`src/rtl/adc_rd_pkg.sv`:
```
package adc_rd_pkg;

  typedef enum logic [2:0] {
    ST_IDLE,
    ST_ADDR,
    ST_AACK,
    ST_TX,
    ST_MACK,
    ST_NEXT,
    ST_HOLD
  } rd_state_e;

  // Next enabled channel above 'last', wrapping; empty mask gives channel 0.
  function automatic logic [1:0] next_chan(input logic [1:0] last, input logic [3:0] mask);
    logic [1:0] c;
    next_chan = 2'd0;
    for (int i = 4; i >= 1; i--) begin
      c = last + 2'(i);
      if (mask[c]) next_chan = c;
    end
  endfunction

  // Result word: two zero bits, channel id, 12-bit result.
  function automatic logic [15:0] pack_word(input logic [1:0] ch, input logic [11:0] data);
    pack_word = {2'b00, ch, data};
  endfunction

  function automatic logic addr_read_hit(input logic [7:0] rx, input logic [6:0] dev);
    addr_read_hit = (rx == {dev, 1'b1});
  endfunction

endpackage

```
`src/rtl/i2c_line_sync.sv`:
```
module i2c_line_sync #(
  parameter int STAGES = 2
) (
  input  logic clk,
  input  logic rst_n,
  input  logic scl_i,
  input  logic sda_i,
  output logic scl_s,
  output logic sda_s,
  output logic scl_rise,
  output logic scl_fall,
  output logic start_ev,
  output logic stop_ev
);
  logic [STAGES-1:0] scl_pipe, sda_pipe;
  logic              scl_d, sda_d;

  always_ff @(posedge clk or negedge rst_n) begin
    if (!rst_n) begin
      scl_pipe <= '1;
      sda_pipe <= '1;
      scl_d    <= 1'b1;
      sda_d    <= 1'b1;
    end else begin
      scl_pipe <= {scl_pipe[STAGES-2:0], scl_i};
      sda_pipe <= {sda_pipe[STAGES-2:0], sda_i};
      scl_d    <= scl_pipe[STAGES-1];
      sda_d    <= sda_pipe[STAGES-1];
    end
  end

  assign scl_s    = scl_pipe[STAGES-1];
  assign sda_s    = sda_pipe[STAGES-1];
  assign scl_rise = scl_s & ~scl_d;
  assign scl_fall = ~scl_s & scl_d;
  assign start_ev = scl_s & scl_d & sda_d & ~sda_s;
  assign stop_ev  = scl_s & scl_d & ~sda_d & sda_s;
endmodule

```
`src/rtl/adc_chan_seq.sv`:
```
module adc_chan_seq (
  input  logic       clk,
  input  logic       rst_n,
  input  logic       step_i,
  input  logic [3:0] mask_i,
  output logic [1:0] chan_o
);
  import adc_rd_pkg::*;

  logic [1:0] last_q;

  assign chan_o = next_chan(last_q, mask_i);

  always_ff @(posedge clk or negedge rst_n) begin
    if (!rst_n)      last_q <= 2'd3;
    else if (step_i) last_q <= chan_o;
  end
endmodule

```
`src/rtl/adc_acq_timer.sv`:
```
module adc_acq_timer #(
  parameter int ACQ_CYC = 150
) (
  input  logic       clk,
  input  logic       rst_n,
  input  logic       go_i,
  input  logic [1:0] chan_i,
  input  logic       valid_i,
  output logic       busy_o,
  output logic       req_o,
  output logic [1:0] chan_o,
  output logic       done_o
);
  localparam int CNT_W = (ACQ_CYC > 0) ? $clog2(ACQ_CYC + 1) : 1;

  logic [CNT_W-1:0] cnt_q;
  logic             busy_q;
  logic [1:0]       chan_q;

  always_ff @(posedge clk or negedge rst_n) begin
    if (!rst_n) begin
      busy_q <= 1'b0;
      cnt_q  <= '0;
      chan_q <= 2'd0;
    end else if (go_i && !busy_q) begin
      busy_q <= 1'b1;
      cnt_q  <= CNT_W'(ACQ_CYC);
      chan_q <= chan_i;
    end else if (busy_q) begin
      if (cnt_q != '0)  cnt_q  <= cnt_q - 1'b1;
      else if (valid_i) busy_q <= 1'b0;
    end
  end

  assign busy_o = busy_q;
  assign req_o  = busy_q && (cnt_q == '0);
  assign chan_o = chan_q;
  assign done_o = req_o && valid_i;
endmodule

```
`src/rtl/adc_i2c_reader.sv`:
```
module adc_i2c_reader #(
  parameter logic [6:0] DEV_ADDR    = 7'h28,
  parameter int         CLK_HZ      = 250_000_000,
  parameter int         ACQ_NS      = 600,
  parameter int         SYNC_STAGES = 2
) (
  input  logic        clk,
  input  logic        rst_n,
  input  logic        scl_i,
  input  logic        sda_i,
  output logic        sda_pull_o,
  input  logic [3:0]  chan_en_i,
  output logic        conv_req_o,
  output logic [1:0]  conv_chan_o,
  input  logic        conv_valid_i,
  input  logic [11:0] conv_data_i,
  output logic        pwr_up_o,
  output logic        full_shdn_o
);
  import adc_rd_pkg::*;

  localparam int ACQ_CYC = CLK_HZ / 1000 * ACQ_NS / 1_000_000;

  logic scl_s, sda_s, scl_rise, scl_fall, start_ev, stop_ev;

  rd_state_e   st_q;
  logic [3:0]  bitcnt_q;
  logic [7:0]  addr_sh_q;
  logic [15:0] tx_sh_q;
  logic        drive_q, shdn_q, load_q, second_q;
  logic [1:0]  res_ch_q;
  logic [11:0] res_data_q;

  logic [15:0] word_w;
  logic [1:0]  seq_ch_w;
  logic        addr_hit_w, conv_start_w, conv_go_w, mack_nack_w, conv_done_w;

  i2c_line_sync #(.STAGES(SYNC_STAGES)) u_sync (
    .clk(clk), .rst_n(rst_n), .scl_i(scl_i), .sda_i(sda_i),
    .scl_s(scl_s), .sda_s(sda_s), .scl_rise(scl_rise), .scl_fall(scl_fall),
    .start_ev(start_ev), .stop_ev(stop_ev)
  );

  adc_chan_seq u_seq (
    .clk(clk), .rst_n(rst_n), .step_i(conv_go_w), .mask_i(chan_en_i), .chan_o(seq_ch_w)
  );

  adc_acq_timer #(.ACQ_CYC(ACQ_CYC)) u_acq (
    .clk(clk), .rst_n(rst_n), .go_i(conv_go_w), .chan_i(seq_ch_w),
    .valid_i(conv_valid_i), .busy_o(pwr_up_o), .req_o(conv_req_o),
    .chan_o(conv_chan_o), .done_o(conv_done_w)
  );

  // Named protocol events
  assign word_w       = pack_word(res_ch_q, res_data_q);
  assign addr_hit_w   = (st_q == ST_ADDR) && scl_fall && (bitcnt_q == 4'd8)
                        && addr_read_hit(addr_sh_q, DEV_ADDR);
  assign conv_start_w = scl_rise && ((st_q == ST_AACK)
                        || ((st_q == ST_MACK) && !sda_s && second_q));
  assign conv_go_w    = conv_start_w && !pwr_up_o;
  assign mack_nack_w  = scl_rise && (st_q == ST_MACK) && sda_s;

  // Result holding register
  always_ff @(posedge clk or negedge rst_n) begin
    if (!rst_n) begin
      res_ch_q   <= 2'd0;
      res_data_q <= 12'd0;
    end else if (conv_done_w) begin
      res_ch_q   <= conv_chan_o;
      res_data_q <= conv_data_i;
    end
  end

  // Bus protocol engine
  always_ff @(posedge clk or negedge rst_n) begin
    if (!rst_n) begin
      st_q      <= ST_IDLE;
      bitcnt_q  <= 4'd0;
      addr_sh_q <= 8'd0;
      tx_sh_q   <= 16'd0;
      drive_q   <= 1'b0;
      shdn_q    <= 1'b1;
      load_q    <= 1'b0;
      second_q  <= 1'b0;
    end else if (stop_ev) begin
      st_q    <= ST_IDLE;
      drive_q <= 1'b0;
      shdn_q  <= 1'b1;
    end else if (start_ev) begin
      st_q     <= ST_ADDR;
      bitcnt_q <= 4'd0;
      drive_q  <= 1'b0;
    end else begin
      case (st_q)
        ST_ADDR: begin
          if (scl_rise) begin
            addr_sh_q <= {addr_sh_q[6:0], sda_s};
            bitcnt_q  <= bitcnt_q + 4'd1;
          end else if (scl_fall && bitcnt_q == 4'd8) begin
            if (addr_hit_w) begin
              st_q    <= ST_AACK;
              drive_q <= 1'b1;
              shdn_q  <= 1'b0;
            end else begin
              st_q <= ST_HOLD;
            end
          end
        end
        ST_AACK: begin
          if (scl_rise) begin
            st_q   <= ST_NEXT;
            load_q <= 1'b1;
          end
        end
        ST_NEXT: begin
          if (scl_fall) begin
            st_q     <= ST_TX;
            bitcnt_q <= 4'd0;
            if (load_q) begin
              drive_q  <= ~word_w[15];
              tx_sh_q  <= {word_w[14:0], 1'b0};
              second_q <= 1'b0;
            end else begin
              drive_q  <= ~tx_sh_q[15];
              tx_sh_q  <= {tx_sh_q[14:0], 1'b0};
              second_q <= 1'b1;
            end
          end
        end
        ST_TX: begin
          if (scl_rise) begin
            bitcnt_q <= bitcnt_q + 4'd1;
          end else if (scl_fall) begin
            if (bitcnt_q == 4'd8) begin
              drive_q <= 1'b0;
              st_q    <= ST_MACK;
            end else begin
              drive_q <= ~tx_sh_q[15];
              tx_sh_q <= {tx_sh_q[14:0], 1'b0};
            end
          end
        end
        ST_MACK: begin
          if (scl_rise) begin
            if (!sda_s) begin
              st_q   <= ST_NEXT;
              load_q <= second_q;
            end else begin
              st_q <= ST_HOLD;
            end
          end
        end
        ST_IDLE, ST_HOLD: ;
        default: st_q <= ST_IDLE;
      endcase
    end
  end

  assign sda_pull_o  = drive_q;
  assign full_shdn_o = shdn_q;
endmodule

```
`config.mk`:
```
export PLATFORM = sky130hd
export DESIGN_NAME = adc_i2c_reader
export DESIGN_NICKNAME = d
export VERILOG_FILES = /design/src/rtl/adc_rd_pkg.sv /design/src/rtl/i2c_line_sync.sv /design/src/rtl/adc_chan_seq.sv /design/src/rtl/adc_acq_timer.sv /design/src/rtl/adc_i2c_reader.sv
export SDC_FILE = /design/constraint.sdc
export NUM_CORES = 1
export LEC_CHECK = 0
export ABC_AREA = 1
export CORE_ASPECT_RATIO = 0.7
export CORE_MARGIN = 3
export CORE_UTILIZATION = 60
export CTS_BUF_LIST = sky130_fd_sc_hd__clkbuf_4 sky130_fd_sc_hd__clkbuf_8
export CTS_CLUSTER_SIZE = 25
export DETAILED_ROUTE_END_ITERATION = 10
export PLACE_DENSITY = 0.82
export SLEW_MARGIN = 20
export SYNTH_ARGS = -nofsm -noshare
export SYNTH_HDL_FRONTEND = slang
export SYNTH_SLANG_ARGS = --single-unit
```
`constraint.sdc`:
```
create_clock -name clk -period 2.3 [get_ports clk]
set_clock_uncertainty 0.1 [all_clocks]
set_input_delay 0.345 -clock clk [delete_from_list [all_inputs] [get_ports clk]]
set_output_delay 0.345 -clock clk [all_outputs]
set_load 0.05 [all_outputs]
```
# Yosys cells after proc, flatten, opt, wreduce, memory -nomap -nowiden
# Index checks and enable logic that the tools add are counted.
[op_classes]
n_addsub = 5
multipliers = 0
div = 0
magnitude_cmp = 4
eq_ne = 29
shifts = 0
muxes = 64
bitwise_logic = 14
reduce_logical = 37
[op_table]
columns = ["cell", "n"]
rows = [
  ["$mux W16", 5],
  ["$mux W3", 11],
  ["$ne A4 B4 Y1 const B", 8],
  ["$pmux W16 S2", 1],
  ["$mux W1", 28],
  ["$mux W8", 3],
  ["$pmux W3 S6", 1],
  ["$ne A2 B2 Y1 const B", 7],
  ["$reduce_and A7 Y1", 2],
  ["$reduce_bool A2 Y1", 7],
  ["$lt A2 B3 Y1 const B", 4],
  ["$mux W4", 3],
  ["$reduce_and A4 Y1", 3],
  ["$logic_and A1 B1 Y1", 11],
  ["$mux W2", 5],
  ["$eq A3 B3 Y1 const B", 3],
  ["$reduce_and A9 Y1", 1],
  ["$bmux W1 S2", 4],
  ["$eq A8 B7 Y1 const B", 1],
  ["$logic_not A8 Y1", 1],
  ["$pmux W4 S2", 1],
  ["$reduce_bool A8 Y1", 1],
  ["$sub A8 B1 Y8 const B", 1],
  ["$and A1 B1 Y1", 7],
  ["other kinds (22)", 34],
]
[totals]
reg_bits = 68
latch_bits = 0
mem_bits_rw = 0
mem_bits_ro = 0
word_cells = 171
memories = 0

# Longest topological paths before layout
# Gate-level depths: netlist (run 1).
[depth]
word_depth = 11
mapped_depth = 11
ltp_nobuf = 11

# Modules after synthesis
# A second synthesis (run 1) with hierarchy kept.
[unflattened]
hier_cells = 451
hier_area_um2 = 3520.9
[by_module_without_submodules]
columns = ["module", "n_inst", "cells_each", "area_each_um2", "seq_area_each_um2"]
rows = [
  ["adc_i2c_reader", 1, 285, 2382.3, 1202.4],
  ["adc_acq_timer", 1, 90, 651.9, 275.3],
  ["adc_chan_seq", 1, 59, 287.8, 52.6],
  ["i2c_line_sync", 1, 17, 198.9, 157.7],
]

# Worst setup path after synthesis (run 1)
# OpenSTA, ideal clock, no wires.
[synth_timing]
path_type = "register to register"
startpoint = "register u_acq.busy_q, in the netlist u_acq.busy_o"
endpoint = "register res_data_q[10]"
setup_ns = 0.120
arrival_time_ns = 1.727
required_ns = 2.080
setup_slack_ns = 0.353
path_stages_with_launch = 7
path_buffers = 1
period_less_slack_ns = 1.947
path_cell_list = "dfrtp_1 inv_1 nor2_4 nand2_2 buf_6 nor2_1 a21oi_1"
[synth_via]
elab_chain_cells = 2
[synth_lines]
columns = ["item", "line", "text"]
rows = [
  ["start: declaration", "adc_acq_timer.sv:17", "logic busy_q;"],
  ["start signal: assignment", "adc_acq_timer.sv:22", "busy_q <= 1'b0;"],
  ["start signal: assignment", "adc_acq_timer.sv:26", "busy_q <= 1'b1;"],
  ["start signal: assignment", "adc_acq_timer.sv:31", "else if (valid_i) busy_q <= 1'b0;"],
  ["$logic_and A1 B1 Y1", "adc_acq_timer.sv:36", "assign req_o = busy_q && (cnt_q == '0);"],
  ["via conv_req_o", "adc_i2c_reader.sv:13", "output logic conv_req_o,"],
  ["$logic_and A1 B1 Y1", "adc_acq_timer.sv:38", "assign done_o = req_o && valid_i;"],
  ["end signal: assignment", "adc_i2c_reader.sv:70", "res_data_q <= conv_data_i;"],
  ["end: declaration", "adc_i2c_reader.sv:32", "logic [11:0] res_data_q;"],
]
# The timed path passes the listed nets, and every way through them passes these cells.
# A chain may end at the register's enable or synchronous reset.

# Worst setup path after layout (run 1)
[layout_timing]
startpoint = "register u_acq.cnt_q[0]"
endpoint = "output port conv_req_o"
[layout_via]
elab_chain_cells = 2
[layout_lines]
columns = ["item", "line", "text"]
rows = [
  ["start: declaration", "adc_acq_timer.sv:16", "logic [CNT_W-1:0] cnt_q;"],
  ["start signal: assignment", "adc_acq_timer.sv:27", "cnt_q <= CNT_W'(ACQ_CYC);"],
  ["start signal: assignment", "adc_acq_timer.sv:30", "if (cnt_q != '0) cnt_q <= cnt_q - 1'b1;"],
  ["$logic_not A8 Y1", "adc_acq_timer.sv:36", ""],
  ["$logic_and A1 B1 Y1", "adc_acq_timer.sv:36", ""],
  ["end: declaration", "adc_i2c_reader.sv:13", ""],
]
# Every way passes these cells.

==> summary.md, run 1 <==
| Metric | Value |
|---|---|
| CP endpoint kind | output pin |
| Yosys top cell by area | dfrtp_1 |
| Pins Over Slew Limit | 0 |
| Post-CTS Setup Inserts | 0 |
| CP Class | reg2out |
| Sw frac | 0.400 |
| Synth Area in Adders | 0.0147 |
| Post-Syn Area | 3400 sq um |
| Placeable Area | 5370 sq um |
| Final ANT Viol Nets | 0 |
| Initial Util | 0.633 |
| H-tree depth | 3 |
| F_max | 0.469 GHz |
| Vias in the first global route | 2557 |
| Crit share post-route | 0.927 |
| Rows | 22 |
| Crit-path slowest cell | dfrtp_1 |
| Register share of total power | 0.434 |
| Critical path arrival | between 1.5 and 2 ns |
| Die W | roughly 96 um |
| Synth Instances | between 400 and 500 |
| Hold-fix buffers, CTS | 1 |
| #FFs+latches synth | 67 |
| Peak VDD IR | approximately 0.66 mV |
| Worst R2R Path Depth | 7 |
| Delay-heaviest family, CP | simple AND/OR/NAND/NOR gates |
| Main flop type after synthesis | dfrtp_1 |
| Final setup viols | 0 |
| Global-route wire length before repair | 11400 um |
| Total CTS buffers | 9 |
| Syn. warnings | 0 |
| DP Worst Slack | around 0.36 ns |
| Largest family of logic cells by synthesized area | simple AND/OR/NAND/NOR gates |
| Worst path depth | 5 |
| # DRC | 0 |
| CTS tree | built |
| Vias per inst | 5.31 |
| Seq/Total Area, Yosys | 0.497 |
| Cell Pwr Density | approximately 1000 nW/um^2 |
| Avg WL per Cell | 12.7 um |
| Post-synth EDFFs | 0 |
| Final nets | around 500 |
| Worst-Skew Late Latency | about 0.34 ns |
| Max transition margin | 0.621 |
| Worst-path clk slew | about 0.080 ns |
| Post-synth top area share | 0.427 |
| Port Buffer Count | 26 |
| Via Count | ~2900 |
| Critical Path Source Type | flop |
| Crit-path cells | inv_1 > ha_1 > nand4_1 > nor2_4 > buf_12 |
| Most common cell after layout, fill and taps aside | nand2_1 |
| Layout area overhead | 14.6% |
| Top post-synthesis cells by area | dfrtp_1 43%, nand2_1 16%, dfstp_2 7.0% |
| Largest net degree at the start of global routing | a little under 50 |
| Setup TNS | 0 ns |
| Post-synth cell types | 27 |
| IO Pins | 27 |
| HP Class | reg2reg |
| Clock period minus worst slack | 2.13 ns |
| Iteration count of the initial detailed-routing pass | 5 |
| Maximum fanout along the worst path | 7 |
| Simple-gate share of the synthesized area | 0.281 |
| Final setup margin | approximately 0.17 ns |
| Synth Area in Compound Gates | 0.101 |
| P_int | about 2.4 mW |
| Gr ovfl total | 0 |
| Die height | a little under 70 um |
| Final Power | around 4.0 mW |
| Worst Path Buf+Inv | 2 |
| Die area | between 6000 and 7000 sq um |
| Post-DP HPWL | 5030 um |
| Syn Area/Cell | about 7.8 sq um |
| Post-Route WL | around 6900 um |
| Clock root buffer | clkbuf_8 |
| P_leak | between 2 and 2.5 nW |
| Hold depth | 0 |
| RSZ-0062 raised after global routing | no |
| Status | finished clean |
| Hold slack | ~0.26 ns |
| Maxcap violations | 0 |
| Ys async rst share | 1.00 |
| Antenna violations before repair | 0 |
| DRT iter0 DRCs | 156 |
| Clock Sinks | 67 |
| Gr usage total | 0.226 |
| Worst path required time | about 1.9 ns |
| Gate power share | 0.353 |
| Multiplexer area fraction after synthesis | 0 |
| Net Sw Power | ~1.6 mW |
| Hold Fails Final Rpt | 0 |
| CTS max path bufs | 2 |
| Layout cells sized above 1 | 0.0803 |
| Ant. Diodes | 0 |
| Commonest non-fill, non-tap cells in the layout | 143 x nand2_1, 58 x dfrtp_1, 53 x inv_1, 42 x nor2_1, 32 x nand3_1 |
| PostCTS Resize Cnt | 0 |
| Max incr delay on CP | between 0.3 and 0.4 ns |
| Xor/xnor share of the synthesized area | 0.0258 |
| Clk pwr share | 0.213 |
| Util after Layout | 0.726 |
| Syn Nets | 462 |
| Worst-margin pin slew | between 0.5 and 0.6 ns |
| Final GP Congestion | 0.920 |
[final timing paths]
| check | end | start | slack (ns) |
|---|---|---|---|
| worst min register to register | u_sync.scl_pipe[1] | u_sync.scl_pipe[0] | 0.26 |
| worst min-delay path | u_sync.scl_pipe[1] | u_sync.scl_pipe[0] | 0.26 |
| worst max-delay path | conv_req_o | u_acq.cnt_q[0] | 0.17 |
| max in group asynchronous | u_seq.last_q[1] | rst_n | 1.04 |
| worst max register to register | res_data_q[9] | u_acq.cnt_q[0] | 0.35 |
| min in group asynchronous | bitcnt_q[3] | rst_n | 0.39 |
[state kept, by name, indices dropped and copies added, names as in the netlist, 2 cells and up]
register	count
addr_sh_q	8
tx_sh_q	15
u_acq.chan_o	2
u_sync.sda_pipe	2
u_sync.scl_pipe	2
res_data_q	12
u_acq.cnt_q	8
bitcnt_q	4
res_ch_q	2
u_seq.last_q	2
st_q	3
[worst register-to-register path: stages, from the launching register on]
cell     delay, ns
dfrtp_1       0.39
inv_1         0.14
ha_1          0.18
nand4_1       0.19
nor2_4        0.27
nand2_2       0.31
nor2_1        0.20
a21oi_1       0.06
[stage by stage]
stage          area (sq um)  std cells
4_1_cts                3900        545
2_1_floorplan          3400        437
5_1_grt                3900        545
3_5_place_dp           3720        528
6_report               3900        545
3_3_place_gp           3720        528
[routing by layer]
metal / GRT usage / vias up / part of all wire
li1: - / 1451 / -
met1: 0.316 / 1348 / 0.49
met2: 0.352 / 83 / 0.44
met3: 0.0499 / 11 / 0.062
met4: 0.0727 / 0 / 0.012
met5: 0 / - / 0
[cells by family after synthesis]
group | after synthesis
buffers and inverters | 65
AOI/OAI and AO/OA | 60
DFF | 67
adders and majority gates | 4
and+or+nand+nor | 231
xor gates and xnor gates | 10
[synthesized netlist by cell type, types with 2 or more instances]
cell type,instances
nand3_1,32
o21ai_1,5
a31oi_1,2
ha_1,4
dfrtp_1,58
a21oi_1,18
nor2_1,42
buf_6,3
inv_2,3
buf_2,6
inv_1,53
nand4_1,3
o21ai_0,19
nand2_1,143
nor2_2,2
xor2_1,8
o211ai_1,13
nand3b_1,5
dfstp_2,9
xnor2_1,2
[power by group through the flow]
stage                     logic, mW  registers, mW  clock network (mW)
after global placement         1.33           1.72                   0
after global routing           1.60           1.76               0.916
after detailed placement       1.40           1.73                   0
final                          1.40           1.72               0.846
after floorplan               0.981           1.77                   0
after CTS                      1.40           1.72               0.859
[final cells by class]
class | instances | area (sq um)
clock buffer | 9 | 124
clock inverter | 7 | 45.0
fill | 421 | 1470
inverter | 56 | 210
multi-input combinational | 305 | 1440
sequential | 67 | 1690
tap | 72 | 90.1
timing repair buffer | 29 | 303
No activity file was read; power rests on OpenSTA's default activity.
==> inputs of run 2 (changes only) <==
--- a/config.mk
+++ b/config.mk
@@ -8,11 +8,10 @@
 export ABC_AREA = 1
 export CORE_ASPECT_RATIO = 0.7
 export CORE_MARGIN = 3
-export CORE_UTILIZATION = 60
-export CTS_BUF_LIST = sky130_fd_sc_hd__clkbuf_4 sky130_fd_sc_hd__clkbuf_8
+export CORE_UTILIZATION = 58
 export CTS_CLUSTER_SIZE = 25
 export DETAILED_ROUTE_END_ITERATION = 10
-export PLACE_DENSITY = 0.82
+export PLACE_DENSITY = 0.79
 export SLEW_MARGIN = 20
 export SYNTH_ARGS = -nofsm -noshare
 export SYNTH_HDL_FRONTEND = slang
==> constraint.sdc (replaced) <==
create_clock -name clk -period 2.3 [get_ports clk]
set_clock_uncertainty 0.1 [all_clocks]
set_input_delay 0.46 -clock clk [delete_from_list [all_inputs] [get_ports clk]]
set_output_delay 0.46 -clock clk [all_outputs]
set_load 0.05 [all_outputs]
==> run 2 against run 1 <==
  * Total power is 0.77% higher
  * Utilization shrank 0.23 points
  * First-iteration DRC count is 31% higher
  * Combinational power hardly changed
  * Clock-buffer cell count increased by 2
  * Sequential cell count did not move
  * Clock power increased by 4.0%
  * Register-to-register slack about the same
  * Worst setup slack got worse by 0.081 ns
  * Sequential share of layout area down 0.52 points
  * Final cell count up 0.92%
  * Via count fell by 2.0%
  * Critical path type unchanged
  * Critical endpoint is now full_shdn_o
  * Largest cell class unchanged
==> summary.md, run 2 (synthesized netlist as in run 1, its figures left out) <==
| Metric | Value |
|---|---|
| Status | finished clean |
| Largest net degree at the start of global routing | 27 (-45%) |
| R2r setup slk | 0.35 ns (about the same) |
| CTS tree | built |
| Final setup viols | 0 (unchanged) |
| Delay-heaviest family, CP | buffers and inverters |
| HP Class | reg2reg |
| Post-DP HPWL | 5160 um (+2.7%) |
| Final nets | 498 (+1.0%) |
| Final Power | 4.00 mW (+0.77%) |
| Global-route wire length before repair | 12100 um (+6.2%) |
| Worst Path Buf+Inv | 1 (-1) |
| Largest registers | tx_sh_q (15), res_data_q (12) |
| F_max | 0.452 GHz (-3.6%) |
| RSZ-0062 raised after global routing | no |
| Worst path depth | 1 (-4) |
| Post-Route WL | 6960 um (+0.81%) |
| Total CTS buffers | 9 (unchanged) |
| Max reg flops | 15 (unchanged) |
| Via Count | 2836 (-2.0%) |
| Worst R2R Path Depth | 8 (+1) |
| Biggest register | tx_sh_q |
| DRT iter0 DRCs | 204 (+31%) |
| Final ANT Viol Nets | 0 (unchanged) |
| Ant. Diodes | 0 (unchanged) |
| Worst path required time | 1.74 ns (-0.12 ns) |
| Setup crit start | full_shdn_o |
| M2 GR Usage | 0.301 (-0.0501) |
| Worst-path clk slew | 0.07 ns (about the same) |
| Die height | 70.1 um (+1.6%) |
| Critical Path Source Type | flop |
| Met1 GRT Util | 0.334 (+0.0173) |
| Reg2reg end | res_data_q[6] |
| Antenna violations before repair | 0 (unchanged) |
| Final non-filler cell total | 550 (+0.92%) |
| RR Startpoint | u_acq.cnt_q[1] |
| Port Buffer Count | 26 (unchanged) |
| Met3 Usage GRT | 0.0709 (+0.0210) |
| CP Class | reg2out |
| Avg WL per Cell | 12.7 um (-0.11%) |
| CP endpoint | full_shdn_o |
| IO Pins | 27 (unchanged) |
| Vias in the first global route | 2588 (+1.2%) |
| Iteration count of the initial detailed-routing pass | 4 (-1) |
| CTS max path bufs | 2 (unchanged) |
| Worst-margin pin slew | 0.536 ns (-0.0307 ns) |
| Hold Fails Final Rpt | 0 (unchanged) |
| Critical path arrival | 1.65 ns (-0.04 ns) |
| CP endpoint kind | output pin |
| Max transition margin | 0.642 (+0.0205) |
| GR peak layer | met1 |
| Clock period minus worst slack | 2.21 ns (+0.0807 ns) |
| Die W | 97.5 um (+1.6%) |
| Maximum fanout along the worst path | 2 (-5) |
| Pins Over Slew Limit | 0 (unchanged) |
| Maxcap violations | 0 (unchanged) |
| H-tree depth | 3 (unchanged) |
| Commonest non-fill, non-tap cells in the layout | 143 x nand2_1, 58 x dfrtp_1, 52 x inv_1, 42 x nor2_1, 32 x nand3_1 |
| # DRC | 0 (unchanged) |
| Crit share post-route | 0.962 (+0.0351) |
| Most common cell after layout, fill and taps aside | nand2_1 |
| P_leak | 2.06 nW (+1.5%) |
| Final GP Congestion | 0.929 (+0.92%) |
| Gr ovfl total | 0 (unchanged) |
| Peak VDD IR | 0.779 mV (+18%) |
| Initial Util | 0.624 (-0.00960) |
| Gr usage total | 0.219 (-0.00666) |
| Critical hold path startpoint | u_sync.scl_pipe[0] |
| Vias per inst | 5.16 (-2.9%) |
| Rows | 22 (unchanged) |
| Worst-Skew Late Latency | 0.34 ns (about the same) |
| Setup TNS | 0 ns (unchanged) |
| Die area | 6830 sq um (+3.2%) |
| Placed Cells | 530 (+0.38%) |
| Crit-path cells | clkdlybuf4s50_1 |
| Layout cells sized above 1 | 0.0921 (+0.0117) |
| Cell Pwr Density | 1010 nW/um^2 (-0.44%) |
| Placeable Area | 5450 sq um (+1.5%) |
| Max incr delay on CP | 0.79 ns (+0.40 ns) |
| Crit-path slowest cell | clkdlybuf4s50_1 |
| Layout area overhead | 16.0% |
| Clock root buffer | clkbuf_8 |
| Clock Sinks | 67 (unchanged) |
==> run 2: changes by cell type in the layout (fill, tap and decap cells not counted), sizes merged <==
cell / delta
clkinv: -2
clkbuf: +2
buf: +5
==> run 2: worst min-delay path by stage <==
stage                               endpoint  slack [ns]  cells past startpoint
after global placement            sda_pull_o        0.20                      1
after global routing      u_sync.scl_pipe[1]        0.27                      0
after detailed placement          sda_pull_o        0.20                      1
final                     u_sync.scl_pipe[1]        0.26                      0
after floorplan                 addr_sh_q[0]        0.06                      0
after CTS                 u_sync.scl_pipe[1]        0.26                      0
==> run 2: metrics by stage <==
stage	setup WS, ns	util	hold WS (ns)	instance area [sq um]
floorplan	0.353	-	0.0644	3400
global placement	0.413	0.685	0.205	3730
detailed placement	0.363	0.685	0.198	3730
CTS	0.0659	0.720	0.258	3920
global route	0.0340	0.724	0.266	3950
finish	0.0878	0.724	0.258	3950
==> run 2: power by group <==
group	internal, mW	switching [mW]	total, mW
registers	1.49	0.237	1.72
logic	0.516	0.880	1.40
clock network	0.442	0.438	0.880
total	2.44	1.55	4.00
==> run 2: per-layer routing <==
layer | wire length [um] | vias to the layer above
met1 | 3570 | 1306
li1 | - | 1453
met5 | 0 | -
met3 | 399 | 6
met2 | 2920 | 71
met4 | 65 | 0
==> run 2: final cells by class <==
cell class                      count  area (sq um)
Sequential cell                    67          1690
Multi-Input combinational cell    305          1440
Clock inverter                      5          27.5
Tap cell                           72          90.1
Fill cell                         424          1510
Inverter                           56           210
Clock buffer                       11           151
Timing Repair Buffer               34           340
==> run 2: what timing repair did <==
action	CTS	global route
hold endpoints to repair	3	0
buffers inserted	0	3
resized for setup	0	1
endpoints found under the setup margin	0	1
hold buffers	1	0
==> inputs of run 3 (changes only) <==
--- a/config.mk
+++ b/config.mk
@@ -5,13 +5,12 @@
 export SDC_FILE = /design/constraint.sdc
 export NUM_CORES = 1
 export LEC_CHECK = 0
-export ABC_AREA = 1
 export CORE_ASPECT_RATIO = 0.7
 export CORE_MARGIN = 3
-export CORE_UTILIZATION = 58
+export CORE_UTILIZATION = 62
 export CTS_CLUSTER_SIZE = 25
 export DETAILED_ROUTE_END_ITERATION = 10
-export PLACE_DENSITY = 0.79
+export PLACE_DENSITY = 0.8
 export SLEW_MARGIN = 20
 export SYNTH_ARGS = -nofsm -noshare
 export SYNTH_HDL_FRONTEND = slang
==> constraint.sdc (replaced) <==
create_clock -name clk -period 2.6 [get_ports clk]
set_clock_uncertainty 0.1 [all_clocks]
set_input_delay 0.52 -clock clk [delete_from_list [all_inputs] [get_ports clk]]
set_output_delay 0.52 -clock clk [all_outputs]
set_load 0.05 [all_outputs]
==> run 3 against run 2 <==
  * Final cell count down 30%
  * Synthesized area down 3.3%
  * Highest routed layer unchanged
  * Sequential power down 3%
  * Critical path depth up 3
  * Die area down 8.9%
  * Largest power group unchanged
  * Cell area down 2.6%
==> summary.md, run 3 <==
| Metric | Value |
|---|---|
| Register Area | 1690 sq um (about the same) |
| Syn. warnings | 0 (unchanged) |
| Worst R2R Path Depth | 5 (-3) |
| Seq/Total Area, Yosys | 0.514 (+0.0170) |
| Die area | 6220 sq um (-8.9%) |
| Setup TNS | 0 ns (unchanged) |
| Peak VDD IR | 0.628 mV (-19%) |
| Antenna violations before repair | 0 (unchanged) |
| Gr usage total | 0.233 (+0.0138) |
| Reg2reg end | res_ch_q[0] |
| Placeable Area | 4940 sq um (-9.4%) |
| RR Startpoint | u_acq.cnt_q[6] |
| Final GP Congestion | 0.890 (-4.2%) |
| Clock root buffer | clkbuf_8 |
| Total CTS buffers | 9 (unchanged) |
| Critical Path Source Type | flop |
| DP Worst Slack | 0.350 ns (-0.0129 ns) |
| Die W | 93.0 um (-4.6%) |
| Maximum fanout along the worst path | 4 (+2) |
| Via Count | 2257 (-20%) |
| Vias in the first global route | 2216 (-14%) |
| Setup crit start | u_acq.cnt_q[6] |
| Gr ovfl total | 0 (unchanged) |
| CP Class | reg2out |
| Clock period minus worst slack | about 2.5 ns |
| Worst-Skew Late Latency | 0.35 ns (about the same) |
| Global-route wire length before repair | 10900 um (-9.9%) |
| #FFs+latches synth | 67 (unchanged) |
| CP endpoint kind | output pin |
| Yosys top cell by area | dfrtp_1 |
| Area of the multi-input gates | 1480 sq um (+3.1%) |
| CP endpoint | conv_req_o |
| CTS tree | built |
| Max incr delay on CP | 0.59 ns (-0.20 ns) |
| Final setup viols | 0 (unchanged) |
| Critical path arrival | 1.92 ns (+0.27 ns) |
| Final non-filler cell total | 384 (-30%) |
| Main flop type after synthesis | dfrtp_1 |
| Final nets | 335 (-33%) |
| Hold-fix buffers, CTS | 0 (-1) |
| Ant. Diodes | 0 (unchanged) |
| H-tree depth | 3 (unchanged) |
| Placed Cells | 366 (-31%) |
| Max transition margin | 0.651 (+0.00941) |
| Biggest register | tx_sh_q |
| Initial Util | 0.665 (+0.0417) |
| Layout cells sized above 1 | 0.298 (+0.206) |
| Worst-margin pin slew | 0.516 ns (-0.0208 ns) |
| Post-Route WL | 6350 um (-8.8%) |
| Ys async rst share | 1.00 (unchanged) |
| Die height | 66.9 um (-4.5%) |
| Clock Sinks | 67 (unchanged) |
| Pins Over Slew Limit | 0 (unchanged) |
| Final setup margin | 0.0580 ns (-0.0298 ns) |
| Syn Nets | 302 (-35%) |
| Syn Area/Cell | 11.9 sq um (+53%) |
| Top post-synthesis cells by count | 58 x dfrtp_1, 39 x mux2_2, 13 x nor2_1, 13 x o21ai_0 |
| Crit share post-route | 0.978 |
| Number of fill cells in the layout | 328 (-23%) |
| Final ANT Viol Nets | 0 (unchanged) |
| Count leader, synth | dfrtp_1 |
| Synth Instances | 277 (-37%) |
| Cell Pwr Density | 954 nW/um^2 (-5.9%) |
| Iteration count of the initial detailed-routing pass | 4 (unchanged) |
| Crit-path slowest cell | or4_4 |
| Vias per inst | 5.88 (+14%) |
| R2r setup slk | 0.40 ns (+0.05 ns) |
| Post-Syn Area | 3290 sq um (-3.3%) |
| Post-synth top area share | 0.442 (+0.0146) |
| Crit-path cells | or4_4 > nor3_4 > and2_4 > buf_12 |
| CTS max path bufs | 2 (unchanged) |
| Post-synth cell types | 57 (+110%) |
| IO Pins | 27 (unchanged) |
| Worst-path clk slew | 0.07 ns (about the same) |
| Maxcap violations | 0 (unchanged) |
| Worst path required time | 1.98 ns (+0.24 ns) |
| Max reg flops | 15 (unchanged) |
| Avg WL per Cell | 16.5 um (+31%) |
| Hold Fails Final Rpt | 0 (unchanged) |
| Port Buffer Count | 26 (unchanged) |
| Rows | 21 (-4.5%) |
| Layout area overhead | 16.9% |
| Commonest non-fill, non-tap cells in the layout | 57 x dfrtp_1, 39 x mux2_2, 24 x clkdlybuf4s50_1, 13 x nor2_1, 13 x o21ai_0 |
| Largest net degree at the start of global routing | 68 (+150%) |
| F_max | around 0.39 GHz |
| Top post-synthesis cells by area | dfrtp_1 44%, mux2_2 13%, dfstp_2 7.2% |
| DRT iter0 DRCs | 187 (-8.3%) |
| # DRC | 0 (unchanged) |
| Post-synth EDFFs | 0 (unchanged) |
| Largest registers | tx_sh_q (15), res_data_q (12) |
| P_leak | 1.71 nW (-17%) |
| Status | finished clean |
| HP Class | in2async |
| Post-DP HPWL | 4220 um (-18%) |
| Most common cell after layout, fill and taps aside | dfrtp_1 |
[run 3: changes by cell type after synthesis, sizes merged, moves of 26 or more]
cell   delta
nand3    -26
mux2     +48
nand2   -132
nor2     -31
inv      -44
[run 3: area by class of cell]
type                       count  area share
clock inverter                 6      0.0169
multi-input combinational    186       0.386
timing repair buffer          34      0.0879
tap                           69      0.0225
sequential                    67       0.439
clock buffer                  10      0.0358
inverter                      12      0.0117
[run 3: metal layers]
metal  vias up  part of all wire  global-route usage
li1       1067                 -                   -
met1      1115              0.48               0.323
met2        64              0.44               0.341
met3        11             0.060              0.0869
met4         0             0.017              0.0713
met5         -                 0                   0
[run 3: worst max-delay path, delay by kind of cell (launching register included)]
kind / cells / cell delay (ns)
AND/OR/NAND/NOR: 3 / 1.04
flip-flops: 1 / 0.40
buffers and inverters: 1 / 0.13
[run 3: worst min path at each step]
stage	from	to	slack (ns)	cells after the start
3_5_place_dp	u_sync.scl_pipe[0]	u_sync.scl_pipe[1]	0.25	0
3_3_place_gp	u_sync.scl_pipe[0]	u_sync.scl_pipe[1]	0.25	0
6_report	rst_n	bitcnt_q[2]	0.05	2
4_1_cts	rst_n	addr_sh_q[3]	0.09	2
5_1_grt	rst_n	bitcnt_q[0]	0.09	2
2_1_floorplan	rst_n	addr_sh_q[0]	0.12	0
[run 3: cell families after synthesis]
group / synth area share
adder cells (fa/ha/maj): 0.0152
XOR/XNOR: 0.0187
flip-flops: 0.514
AO/OA/AOI/OAI: 0.118
buffers and inverters: 0.0381
multiplexers: 0.175
AND/OR/NAND/NOR: 0.122
[run 3: stage by stage]
step                       util  instance area [sq um]  power (mW)  hold WS (ns)
after global routing      0.778                   3840        3.89        0.0916
after floorplan               -                   3290        2.45         0.124
after global placement    0.732                   3620        2.70         0.246
final                     0.778                   3840        3.67        0.0540
after detailed placement  0.732                   3620        2.76         0.249
after CTS                 0.774                   3820        3.65        0.0937
[run 3: power breakdown]
part | total (mW) | switching (mW) | leakage (nW) | internal (mW)
clock network | 0.875 | 0.407 | 0.102 | 0.468
logic | 1.12 | 0.542 | 0.770 | 0.578
registers | 1.67 | 0.315 | 0.839 | 1.36
total | 3.67 | 1.27 | 1.71 | 2.40
[run 3: repair_timing]
| action | in CTS | in global routing |
|---|---|---|
| setup buffers | 0 | 2 |
| gates resized for setup | 1 | 2 |
| setup endpoints to repair | 1 | 1 |
| pin swaps | 0 | 2 |
